[config.mk]
export PLATFORM = sky130hd
export DESIGN_NAME = bus_map_decoder
export DESIGN_NICKNAME = d
export VERILOG_FILES = /design/src/rtl/bmd_pkg.sv /design/src/rtl/bmd_lo_map.sv /design/src/rtl/bmd_hi_map.sv /design/src/rtl/bmd_speed_reg.sv /design/src/rtl/bus_map_decoder.sv
export SDC_FILE = /design/constraint.sdc
export NUM_CORES = 1
export LEC_CHECK = 0
export BUFFER_PORTS_ARGS = -buffer_cell sky130_fd_sc_hd__buf_4
export CORE_ASPECT_RATIO = 0.8
export CORE_MARGIN = 2
export CORE_UTILIZATION = 48
export DETAILED_ROUTE_END_ITERATION = 10
export PLACE_DENSITY = 0.88
export SLEW_MARGIN = 10
export SYNTH_ARGS = -nofsm -noshare
export SYNTH_HDL_FRONTEND = slang
export SYNTH_SLANG_ARGS = --single-unit
[constraint.sdc]
create_clock -name clk -period 3.42 [get_ports clk]
set_clock_uncertainty 0.15 [all_clocks]
set_input_delay 0.855 -clock clk [delete_from_list [all_inputs] [get_ports clk]]
set_output_delay 0.855 -clock clk [all_outputs]
set_load 0.1 [all_outputs]
[src/rtl/bmd_pkg.sv]
package bmd_pkg;
  localparam int BANK_W  = 8;
  localparam int OFF_W   = 16;
  localparam int ROM_AW  = (BANK_W - 1) + (OFF_W - 1);
  localparam int SRAM_AW = OFF_W + 4;
  localparam int NUM_RG  = 5;

  typedef enum logic [2:0] {
    RG_OPEN = 3'd0,
    RG_SRAM = 3'd1,
    RG_ROM  = 3'd2,
    RG_IO   = 3'd3,
    RG_WRAM = 3'd4
  } region_e;

  typedef struct packed {
    logic               sram_hit;
    logic               rom_hit;
    logic [ROM_AW-1:0]  rom_addr;
    logic [SRAM_AW-1:0] sram_addr;
  } map_res_t;
endpackage

[src/rtl/bmd_lo_map.sv]
module bmd_lo_map
  import bmd_pkg::*;
(
  input  logic [BANK_W-1:0] bank,
  input  logic [OFF_W-1:0]  off,
  input  logic              sram_full,
  output map_res_t          res
);
  logic in_sram_bank;

  always_comb begin
    // save RAM banks of the 32 KiB layout
    in_sram_bank  = ((bank >= 8'h70) && (bank <= 8'h7D)) || (bank >= 8'hF0);
    res.sram_hit  = in_sram_bank && (sram_full || !off[OFF_W-1]);
    res.rom_hit   = off[OFF_W-1];
    res.rom_addr  = {bank[BANK_W-2:0], off[OFF_W-2:0]};
    res.sram_addr = sram_full ? {bank[3:0], off}
                              : {1'b0, bank[3:0], off[OFF_W-2:0]};
  end
endmodule

[src/rtl/bmd_hi_map.sv]
module bmd_hi_map
  import bmd_pkg::*;
(
  input  logic [BANK_W-2:0] bank_lo,
  input  logic [OFF_W-1:0]  off,
  output map_res_t          res
);
  always_comb begin
    res.sram_hit  = (bank_lo[6:5] == 2'b01) && (off[15:13] == 3'b011);
    // whole-bank ROM above bank bit 6, upper half elsewhere
    res.rom_hit   = bank_lo[6] ? 1'b1 : off[OFF_W-1];
    res.rom_addr  = {bank_lo[5:0], off};
    res.sram_addr = {{(SRAM_AW-18){1'b0}}, bank_lo[4:0], off[12:0]};
  end
endmodule

[src/rtl/bmd_speed_reg.sv]
module bmd_speed_reg #(
  parameter int              OFF_W   = 16,
  parameter logic [OFF_W-1:0] REG_OFF = 16'h420D
) (
  input  logic             clk,
  input  logic             rst,
  input  logic             wr_en,
  input  logic             io_bank,
  input  logic [OFF_W-1:0] off,
  input  logic             wr_bit,
  output logic             fast_en
);
  always_ff @(posedge clk) begin
    if (rst) begin
      fast_en <= 1'b0;
    end else if (wr_en && io_bank && (off == REG_OFF)) begin
      fast_en <= wr_bit;
    end
  end
endmodule

[src/rtl/bus_map_decoder.sv]
module bus_map_decoder
  import bmd_pkg::*;
#(
  parameter logic [15:0] SPEED_OFF = 16'h420D
) (
  input  logic               clk,
  input  logic               rst,
  input  logic               map_hi,
  input  logic               sram_full,
  input  logic [BANK_W-1:0]  addr_bank,
  input  logic [OFF_W-1:0]   addr_off,
  input  logic               wr_en,
  input  logic               wr_bit,
  output logic               sel_wram,
  output logic               sel_io,
  output logic               sel_rom,
  output logic               sel_sram,
  output logic               sel_open,
  output logic [ROM_AW-1:0]  rom_addr,
  output logic [SRAM_AW-1:0] sram_addr,
  output logic               fast
);
  logic               io_bank;
  logic               wram_hit;
  logic               io_hit;
  logic               fast_en;
  map_res_t           lo_res;
  map_res_t           hi_res;
  map_res_t           res;
  region_e            region_n;
  logic [NUM_RG-1:0]  sel_n;
  logic [NUM_RG-1:0]  sel_q;
  logic [ROM_AW-1:0]  rom_n;
  logic [SRAM_AW-1:0] sram_n;
  logic               fast_n;
  logic [ROM_AW-1:0]  rom_q;
  logic [SRAM_AW-1:0] sram_q;
  logic               fast_q;

  assign io_bank = !addr_bank[BANK_W-2];

  bmd_lo_map u_lo (
    .bank      (addr_bank),
    .off       (addr_off),
    .sram_full (sram_full),
    .res       (lo_res)
  );

  bmd_hi_map u_hi (
    .bank_lo (addr_bank[BANK_W-2:0]),
    .off     (addr_off),
    .res     (hi_res)
  );

  bmd_speed_reg #(
    .OFF_W   (OFF_W),
    .REG_OFF (SPEED_OFF)
  ) u_speed (
    .clk     (clk),
    .rst     (rst),
    .wr_en   (wr_en),
    .io_bank (io_bank),
    .off     (addr_off),
    .wr_bit  (wr_bit),
    .fast_en (fast_en)
  );

  always_comb begin
    wram_hit = (io_bank && (addr_off < 16'h2000)) || (addr_bank[BANK_W-1:1] == 7'h3F);
    io_hit   = io_bank && (addr_off >= 16'h2000) && (addr_off < 16'h6000);
    res      = map_hi ? hi_res : lo_res;
    if (wram_hit)          region_n = RG_WRAM;
    else if (io_hit)       region_n = RG_IO;
    else if (res.sram_hit) region_n = RG_SRAM;
    else if (res.rom_hit)  region_n = RG_ROM;
    else                   region_n = RG_OPEN;
    rom_n  = (region_n == RG_ROM)  ? res.rom_addr  : '0;
    sram_n = (region_n == RG_SRAM) ? res.sram_addr : '0;
    fast_n = (region_n == RG_ROM) && addr_bank[BANK_W-1] && fast_en;
  end

  for (genvar g = 0; g < NUM_RG; g++) begin : g_sel
    assign sel_n[g] = (region_n == region_e'(g));
  end

  always_ff @(posedge clk) begin
    if (rst) begin
      sel_q  <= NUM_RG'(1) << RG_OPEN;
      rom_q  <= '0;
      sram_q <= '0;
      fast_q <= 1'b0;
    end else begin
      sel_q  <= sel_n;
      rom_q  <= rom_n;
      sram_q <= sram_n;
      fast_q <= fast_n;
    end
  end

  assign sel_wram  = sel_q[RG_WRAM];
  assign sel_io    = sel_q[RG_IO];
  assign sel_rom   = sel_q[RG_ROM];
  assign sel_sram  = sel_q[RG_SRAM];
  assign sel_open  = sel_q[RG_OPEN];
  assign rom_addr  = rom_q;
  assign sram_addr = sram_q;
  assign fast      = fast_q;
endmodule

Word level (Yosys, flattened, before mapping)
Cells that the tools add are included.
{ "totals": {"in_bits": 30, "register_bits": 49, "word_cells": 51} }
{ "classes": {"n_eq_ne": 8, "n_reduce_logical": 20, "muxes": 7, "n_bitwise": 3, "n_lt_le_gt_ge": 6} }
{ "op_table": {"columns": ["op", "n"], "rows": [
  ["$mux 44", 1],
  ["$mux 20", 1],
  ["$eq 16x15->1 const B", 1],
  ["$ge 16x14->1 const B", 1],
  ["$lt 16x14->1 const B", 1],
  ["$lt 16x15->1 const B", 1],
  ["$logic_and 1x1->1", 10],
  ["$eq 3x2->1 const B", 3],
  ["$ge 8x7->1 const B", 1],
  ["$ge 8x8->1 const B", 1],
  ["$le 8x7->1 const B", 1],
  ["$eq 7x6->1 const B", 1],
  ["$mux 2", 3],
  ["$reduce_or 2->1", 2],
  ["$reduce_or 4->1", 1],
  ["$eq 3x1->1 const B", 1],
  ["$eq 3x3->1 const B", 1],
  ["$logic_not 3->1", 1],
  ["$logic_or 1x1->1", 3],
  ["$mux 3", 1],
  ["$not 1->1", 3],
  ["$reduce_or 3->1", 1],
  ["$eq 2x1->1 const B", 1],
  ["$logic_not 1->1", 2],
  ["$mux 1", 1]
]} }

Longest topological paths before layout
Gate-level depths: netlist of the first run.
{ "depth": {"ltp_word": 12, "mapped_depth": 8, "mapped_depth_nobuf": 5} }

By module
From an unflattened synthesis of the first run, not the netlist that was laid out.
{ "hier_totals": {"cells_unflattened": 274, "hier_area_um2": 2751.4} }
{ "modules_own_cells": {"columns": ["mod", "seq_area_each_um2", "cells_per_inst", "instances", "area_each_um2"], "rows": [
  ["bus_map_decoder", 960.9, 171, 1, 1909.3],
  ["bmd_lo_map", 0.0, 47, 1, 369.1],
  ["bmd_hi_map", 0.0, 46, 1, 339.1],
  ["bmd_speed_reg", 20.0, 10, 1, 133.9]
]} }

Worst setup path before layout of the first run
No wires, ideal clock.
{ "synth_timing": {"path_type": "input-to-reg", "from": "in addr_off[14]", "to": "reg rom_q[0], in the netlist rom_addr[0]", "n_path_buf": 3, "arrival_time_ns": 2.209, "slack_ns": 0.946, "cell_stages": 8, "setup_ns": 0.115, "required_time_ns": 3.155, "path_cell_list": "clkbuf_2 -> or4_4 -> o211ai_1 -> or4_1 -> buf_4 -> clkinv_4 -> buf_6 -> and2_1"} }
{ "synth_via": {"elab_chain_cells": 9, "elab_cells_between_ends": 16, "cone_classes": "order compare (3); eq/ne (2); mux (4); bitwise (1); reduce/logical (6)"} }
{ "synth_rtl": {"columns": ["element", "line", "source"], "rows": [
  ["start: declaration", "bus_map_decoder.sv:11", "input logic [OFF_W-1:0] addr_off,"],
  ["parallel branches: the longest is 5 deep, another holds $ge 16x14->1", null, null],
  ["$mux 3 (*)", "bus_map_decoder.sv:72", "if (wram_hit) region_n = RG_WRAM;"],
  ["$eq 3x2->1 (*)", "bus_map_decoder.sv:77", "rom_n = (region_n == RG_ROM) ? res.rom_addr : '0;"],
  ["$not 1->1 (no line) (*)", null, null],
  ["$reduce_or 2->1 (no line) (*)", null, null],
  ["end signal: assignment", "bus_map_decoder.sv:94", "rom_q <= rom_n;"],
  ["end: declaration", "bus_map_decoder.sv:36", "logic [ROM_AW-1:0] rom_q;"]
]} }
Mark *: on every way between the ends.
A chain may end at the register's enable or synchronous reset.

Worst setup path in the final report of the first run
{ "layout_timing": {"from": "in addr_off[15]", "to": "reg fast_q, in the netlist fast"} }
{ "layout_via": {"elab_chain_cells": 10, "elab_cells_between_ends": 21, "cone_classes": "order compare (3); eq/ne (2); mux (6); reduce/logical (10)"} }
{ "layout_rtl": {"columns": ["element", "line", "source"], "rows": [
  ["parallel branches: the longest is 6 deep, another holds $ge 16x14->1", null, null],
  ["$mux 3 (*)", "bus_map_decoder.sv:72", null],
  ["$eq 3x2->1 (*)", "bus_map_decoder.sv:79", "fast_n = (region_n == RG_ROM) && addr_bank[BANK_W-1] && fast_en;"],
  ["$logic_and 1x1->1 (*) (2 in a row)", "bus_map_decoder.sv:79", null],
  ["end signal: assignment", "bus_map_decoder.sv:96", "fast_q <= fast_n;"],
  ["end: declaration", "bus_map_decoder.sv:38", "logic fast_q;"]
]} }
Marks and branches as above.

==> results of run 1 <==
## sequential cells by signal, indices dropped and copies added, names as in the netlist
signal and cells:
fast 1, rom_addr 22, sel_q 5, sram_addr 20
u_speed.fast_en 1
## power groups by stage
| stage | sequential (µW) | combinational, µW | clock (µW) |
|---|---|---|---|
| floorplan | 745 | 49.3 | 0 |
| global placement | 608 | 258 | 0 |
| detailed placement | 608 | 260 | 0 |
| CTS | 594 | 261 | 395 |
| global route | 596 | 272 | 421 |
| finish | 594 | 262 | 389 |
## how the worst max path moves through the flow
stage	endpoint	from	depth (start not counted)	slack (ns)
after detailed placement	fast	addr_off[15]	6	0.75
after floorplan	rom_addr[0]	addr_off[14]	8	0.95
final	fast	addr_off[15]	6	1.02
after CTS	fast	addr_off[15]	6	1.03
after global placement	fast	addr_off[14]	6	0.81
after global routing	fast	addr_off[15]	6	0.94
## Yosys cell counts, types with 2 or more instances
library cell	n	area share
dfxtp_1	49	0.59
and3_1	18	0.067
and2_1	17	0.064
nand2_1	11	0.025
mux2i_1	8	0.048
a21oi_1	5	0.015
nor2_1	5	0.011
o21ai_0	4	0.012
nor2b_1	3	0.011
buf_2	2	0.0060
clkbuf_1	2	0.0045
inv_1	2	0.0045
nand4_1	2	0.0075
nor4_1	2	0.0075
or4b_2	2	0.012
## area by class of cell
cell class	instances	area [µm²]	area share
clock buffers	5	68.8	0.0291
clock inverters	2	35.0	0.0148
inverters	3	16.3	0.00687
multi-input cells	94	629	0.266
flip-flops and latches	49	981	0.414
repair buffers	78	586	0.247
well taps	42	52.6	0.0222
## worst register-to-register path, cell delays in order (launching register included)
cell and delay, ns:
dfxtp_1 0.34, nand2_1 0.05, mux2i_1 0.11
## per-stage QoR
step                total power, µW  instance area, µm²  setup WS, ns  utilization
finish                         1250                2370          1.02        0.702
CTS                            1250                2370          1.03        0.702
global route                   1290                2370         0.935        0.702
floorplan                       795                1670         0.946            -
global placement                866                2260         0.814        0.671
detailed placement              868                2260         0.752        0.671
## kinds of logic (layout without fill, tap and decap cells)
group	Yosys count	in the layout	synth area share
AOI/OAI and AO/OA	15	15	0.0561
xor gates and xnor gates	1	1	0.00524
buffers and inverters	11	88	0.0367
DFF	49	49	0.587
muxes	9	9	0.0546
and+or+nand+nor	69	69	0.260
## placed cells by master, fill, tap and decap left out, types with 2 or more instances in the layout
cell	count
buf_4	78
or4b_2	2
nand2_1	11
o21ai_0	4
dfxtp_1	49
a21oi_1	5
and3_1	18
and2_1	17
nor2_1	5
mux2i_1	8
nor2b_1	3
nor4_1	2
clkbuf_8	5
nand4_1	2
inv_1	2
## routing by layer
metal,up-vias,GRT usage
li1,683,-
met5,-,0
met4,0,0.0769
met1,640,0.266
met3,2,0.0485
met2,51,0.327
==> reports/results.ini, run 1 <==
[cells_and_area]
nFillCells = 265
fin_nets = 261
drive_above_1_share = 0.403
num_antenna_cells = 0
syn2layout_area_growth_pct = 41.7
stdcell_count = 273

[cts]
clk_pin_slew_ns = 0.08
htree_levels = 2
cts_hold_buf = 0
postCtsSetupBuffers = 0
tritoncts = done
cts_buffers = 5
post_cts_resized = 0
ctsRootBufferMaster = clkbuf_8
cts.sinks = 49
cts_buffer_depth = 2
clk-insertion-delay-late_ns = 0.29

[power]
leakagePower_uw = 0.00118
power_density_mw_per_mm2 = 526
ir_worst_vdd_mv = 0.279
p_seq_frac = 0.477
p_comb_frac = 0.210
internal_power_uw = 869
power.share.switching = 0.302
p_switching_uw = 377
clkPwrFrac = 0.313

[placement]
hpwl_mm = 2.93
io_buffers = 77
dp_cells = 266
gp_congestion = 0.846

[logic_synthesis]
synth-seq-cells = 49
syn_avg_cell_area_um2 = 10.9
synth_cell_types = 37
ys_warn_count = 0
syn_nets = 184
syn_inst = 154
async_flop_share = 0
yosysSeqAreaShare = 0.587
synth_ff_type = dfxtp_1
synth_area_mm2 = 0.00167
synth-edff-count = 0

[global_route]
gr-total-overflow = 0
grt_pass1_vias = 1313
grt_max_degree = 18
groute.usage.overall = 0.203
antenna_found_initial = 0
grt_pass1_wl_mm = 6.24

[drt]
dr.max_layer_used = met4
drcViolationCount = 0
post_drt_wl_per_cell_um = 14.8
routed_wl_mm = 4.05
dr_wl_met2_mm = 2.00
m1WireLength_mm = 1.78
met3WireLength_um = 247
postRouteAntennaNets = 0
via_count = 1376
vias_per_cell = 5.04
first_pass_iters = 4
dr.first_iter.drc_count = 63

[hold_path]
min_path_type = flip-flop to flip-flop
holdCritStartpoint = u_speed.fast_en
holdPathStages = 2
holdPathEnd = u_speed.fast_en

[worst_setup_path]
path_delay_family = simple AND/OR/NAND/NOR gates
worst-path-buf-inv = 2
rrSetupSlack_ns = 2.70
ff2ff_path_depth = 2
reg2reg_to = u_speed.fast_en
arrival_ns = 2.44
slowest_stage = or4_4
worstSetupStartpointType = primary input
critPathMaxFanout = 17
cp_data_required_time_ns = 3.46
crit_type = primary input to flip-flop
cpPeakStageDelay_ns = 0.54
crit_chain = buf_4, or4_4, o211ai_1, or4_1, clkinv_4, and3_1
endpoint_kind = flip-flop
r2r-start = u_speed.fast_en

[floorplan]
ios = 78
die-area_mm2 = 0.00397
fp.coreArea_mm2 = 0.00338
die_h_um = 56.8
fp.dieW_um = 70.0
initial_utilization = 0.495
rows = 19

[sta]
worstMarginPinSlew_ns = 0.462
fin_setup_tns_ns = 0
rsz0062_at_grt = false
maxSlewHeadroom = 0.692
finalCritPeriodShare = 0.702
finalHoldViolCount = 0
worst_hold_slack_ns = 0.323
drv_slew = 0
period_needed_ns = 2.40
finalSetupViolations = 0
fmax_mhz = 417

[flow_run]
drv_cap = 0

[outcome]
status = complete, no violations

(Power assumes the default switching activity.)
==> run 2: changes to the inputs <==
CORE_UTILIZATION = 41   (was 48)
PLACE_DENSITY = 0.81   (was 0.88)
clock period = 2.1 ns   (was 3.42 ns; I/O delays follow)
==> run 2 against run 1 <==
Worst hold slack worse by 0.086 ns; wire length down 1.8%; combinational power grew 68%; final cell count increased by 9.2%; highest routed layer unchanged; clock-buffer cell count unchanged.
==> reports/results.ini, run 2 (synthesized netlist as in run 1, its figures left out) <==
[placement]
gp_congestion = 0.803
hpwl_mm = 2.98
dpl_cell_area_mm2 = 0.00237
io_buffers = 77

[drt]
dr.first_iter.drc_count = 45
via_count = 1396
first_pass_iters = 4
drcViolationCount = 0
postRouteAntennaNets = 0
vias_per_cell = 4.68
post_drt_wl_per_cell_um = 13.3
routed_wl_mm = 3.98

[sta]
rsz0062_at_grt = false
finalCritPeriodShare = 0.869
finalHoldViolCount = 0
drv_slew = 0
maxSlewHeadroom = 0.796
period_needed_ns = 1.82
worstMarginPinSlew_ns = 0.302
fmax_mhz = 548
finalSetupViolations = 0

[floorplan]
ios = 78
fp.dieW_um = 75.4
rows = 20
initial_utilization = 0.434
die_h_um = 61.1
die-area_mm2 = 0.00461
fp.coreArea_mm2 = 0.00385

[power]
leakagePower_uw = 0.00123
power_density_mw_per_mm2 = 797
ir_worst_vdd_mv = 0.443
design_power_total_uw = 1960

[cts]
cts.sinks = 49
post_cts_resized = 0
tritoncts = done
postCtsSetupBuffers = 0
cts_buffer_depth = 2
htree_levels = 2
clk_pin_slew_ns = 0.09
cts_hold_buf = 0
clk-insertion-delay-late_ns = 0.30
cts_buffers = 5
ctsRootBufferMaster = clkbuf_8

[global_route]
gr-total-overflow = 0
grt_max_degree = 18
groute.usage.overall = 0.180
grt_pass1_vias = 1234
antenna_found_initial = 0
grt_pass1_wl_mm = 5.95

[cells_and_area]
fin_nets = 272
most-common-layout-cells = 89 x buf_4, 49 x dfxtp_1, 18 x and3_1, 17 x and2_1, 11 x nand2_1
largest_reg_flops = 22
nFillCells = 320
drive_above_1_share = 0.436
stdcell_area_mm2 = 0.00246
num_antenna_cells = 0
syn2layout_area_growth_pct = 46.9
final_common_cell = buf_4

[worst_setup_path]
endpoint_kind = flip-flop
reg2reg_to = u_speed.fast_en
r2r-start = u_speed.fast_en
ff2ff_path_depth = 2
cp_data_required_time_ns = 2.19
rrSetupSlack_ns = 1.39
worstSetupStartpointType = primary input
crit_start = addr_bank[7]
crit_type = primary input to flip-flop
critPathMaxFanout = 6
arrival_ns = 1.91
endpoint = rom_addr[20]

[hold_path]
min_path_type = primary input to flip-flop

[flow_run]
drv_cap = 0

[outcome]
status = complete, no violations

[run 2: cell types whose count changed in the layout (fill, tap and decap cells not counted), sizes merged]
cell | previous run | this run
clkinvlp | 0 | 1
inv | 2 | 3
bufinv | 1 | 0
buf | 78 | 89
[run 2: how the worst min path moves through the flow]
stage | slack [ns] | startpoint | cells after the start | end
2_1_floorplan | 0.28 | u_speed.fast_en | 2 | u_speed.fast_en
3_3_place_gp | 0.30 | u_speed.fast_en | 2 | u_speed.fast_en
3_5_place_dp | 0.30 | u_speed.fast_en | 2 | u_speed.fast_en
4_1_cts | 0.23 | rst | 2 | sel_q[4]
5_1_grt | 0.22 | rst | 2 | sel_q[4]
6_report | 0.24 | rst | 2 | sel_q[4]
[run 2: per-stage QoR]
step | util | hold WS [ns] | setup TNS [ns] | std cells | setup slack, ns
finish | 0.637 | 0.237 | 0 | 298 | 0.275
global route | 0.637 | 0.224 | 0 | 298 | 0.229
CTS | 0.637 | 0.226 | 0 | 298 | 0.285
detailed placement | 0.614 | 0.300 | -0.411 | 290 | -0.0398
global placement | 0.614 | 0.296 | 0 | 290 | 0.00552
floorplan | - | 0.280 | 0 | 154 | 0.0578
[run 2: final cells by class]
cell class              instances  area (µm²)  area share
flip-flops and latches         49         981       0.399
inverters                       3        16.3     0.00662
multi-input cells              94         632       0.257
repair buffers                 89         668       0.272
clock inverters                 3        21.3     0.00866
clock buffers                   5        68.8      0.0280
well taps                      55        68.8      0.0280
[run 2: power by group]
group,leakage (µW),internal [µW],switching (µW)
Combinational,0.000782,122,317
Clock,0.0000445,236,315
Sequential,0.000399,959,8.27
[run 2: critical path: stages]
cell and delay (ns):
buf_4 0.11, nand4b_2 0.20, nor4b_4 0.15, or4_1 0.61, buf_4 0.20, a21oi_1 0.11
[run 2: layer usage]
layer	wire length, µm	track usage	vias to the layer above
met1	1880	0.229	637
met2	1770	0.287	54
met4	52	0.0752	0
li1	-	-	701
met5	0	0	-
met3	275	0.0540	4
==> run 3: changes to the inputs <==
CORE_ASPECT_RATIO = 1.75   (was 0.8)
==> run 3 against run 2 <==
Combinational power rose by 2%; largest power group unchanged; largest cell class unchanged; cell area rose by 1.8%; power rose by 7.0%; non-clock buffer count rose by 3; global-route usage rose by 1.9 points.
==> reports/results.ini, run 3 (synthesized netlist as in run 1, its figures left out) <==
[cts]
cts.sinks = 49
tritoncts = done
clk-insertion-delay-late_ns = 0.29
clk_pin_slew_ns = 0.08
cts_buffers = 5
htree_levels = 2
cts_buffer_depth = 2
cts_hold_buf = 0
ctsRootBufferMaster = clkbuf_8
postCtsSetupBuffers = 0
post_cts_resized = 0

[floorplan]
rows = 30
fp.coreArea_mm2 = 0.00390
die_h_um = 88.5
ios = 78
die-area_mm2 = 0.00462
fp.dieW_um = 52.3
initial_utilization = 0.428

[placement]
hpwl_mm = 3.31
gp_congestion = 0.862
io_buffers = 77

[cells_and_area]
multi_input_area_um2 = 632
syn2layout_area_growth_pct = 49.6
largest_reg_flops = 22
most-common-layout-cells = 92 x buf_4, 49 x dfxtp_1, 18 x and3_1, 17 x and2_1, 11 x nand2_1
final_common_cell = buf_4
seqCellArea_um2 = 981
num_antenna_cells = 0
nFillCells = 339
drive_above_1_share = 0.443
fin_nets = 275

[drt]
drcViolationCount = 0
dr.first_iter.drc_count = 20
via_count = 1457
met3WireLength_um = 237
dr_wl_met2_mm = 2.40
postRouteAntennaNets = 0
first_pass_iters = 4
vias_per_cell = 4.96
dr.max_layer_used = met4
routed_wl_mm = 4.24
m1WireLength_mm = 1.45
post_drt_wl_per_cell_um = 14.4

[worst_setup_path]
crit_type = primary input to flip-flop
ff2ff_path_depth = 2
rrSetupSlack_ns = 1.39
endpoint_kind = flip-flop
arrival_ns = 1.89
worstSetupStartpointType = primary input
critPathMaxFanout = 17
cp_data_required_time_ns = 2.15

[hold_path]
min_path_type = primary input to flip-flop
holdPathStages = 2

[global_route]
grt_pass1_vias = 1417
grt_max_degree = 18
grt_pass1_wl_mm = 6.75
groute.usage.overall = 0.198
gr-total-overflow = 0
antenna_found_initial = 0

[sta]
fin_setup_tns_ns = 0
worst_hold_slack_ns = 0.248
drv_slew = 0
finalSetupViolations = 0
fmax_mhz = 542
finalCritPeriodShare = 0.878
worstMarginPinSlew_ns = 0.293
period_needed_ns = 1.84
rsz0062_at_grt = false
finalHoldViolCount = 0
maxSlewHeadroom = 0.803

[power]
power_density_mw_per_mm2 = 838
leakagePower_uw = 0.00125
ir_worst_vdd_mv = 0.463

[flow_run]
drv_cap = 0

[outcome]
status = complete, no violations

[run 3: changes by cell type in the layout (fill, tap and decap cells not counted), sizes merged]
cell / change
clkinv: -1
buf: +3
bufinv: +1
inv: -1
clkbuf: +1
[run 3: critical path, stage by stage]
cell and delay [ns]:
buf_4 0.13, or4_4 0.54, o211ai_1 0.13, or4_1 0.22, clkinv_4 0.14, and3_1 0.20
[run 3: final timing paths]
path | to | start
setup reg to reg | u_speed.fast_en | u_speed.fast_en
hold / removal | sel_q[4] | rst
hold reg to reg | u_speed.fast_en | u_speed.fast_en
setup / recovery | fast | addr_off[15]
[run 3: layout make-up]
class | instances | share of cell area
clock buffer | 6 | 0.0330
clock inverter | 2 | 0.0150
inverter | 3 | 0.00651
multi-input combinational | 94 | 0.253
sequential | 49 | 0.392
tap | 48 | 0.0240
timing repair buffer | 92 | 0.276
[run 3: metrics by stage]
step	setup slack [ns]	power [µW]	util	cells	area [µm²]
finish	0.256	2100	0.640	294	2500
global route	0.202	2170	0.640	294	2500
floorplan	0.0578	1300	-	154	1690
global placement	-0.0153	1430	0.610	286	2380
CTS	0.262	2120	0.640	294	2500
detailed placement	-0.0487	1440	0.610	286	2380
[run 3: layer usage]
metal | GRT usage | vias up
met5 | 0 | -
met1 | 0.199 | 668
met4 | 0.121 | 0
met2 | 0.367 | 62
met3 | 0.0338 | 13
li1 | - | 714
[run 3: power breakdown]
part / switching [µW] / leakage [µW] / internal, µW
Clock: 295 / 0.0000574 / 387
Sequential: 8.41 / 0.000399 / 959
Combinational: 321 / 0.000797 / 126
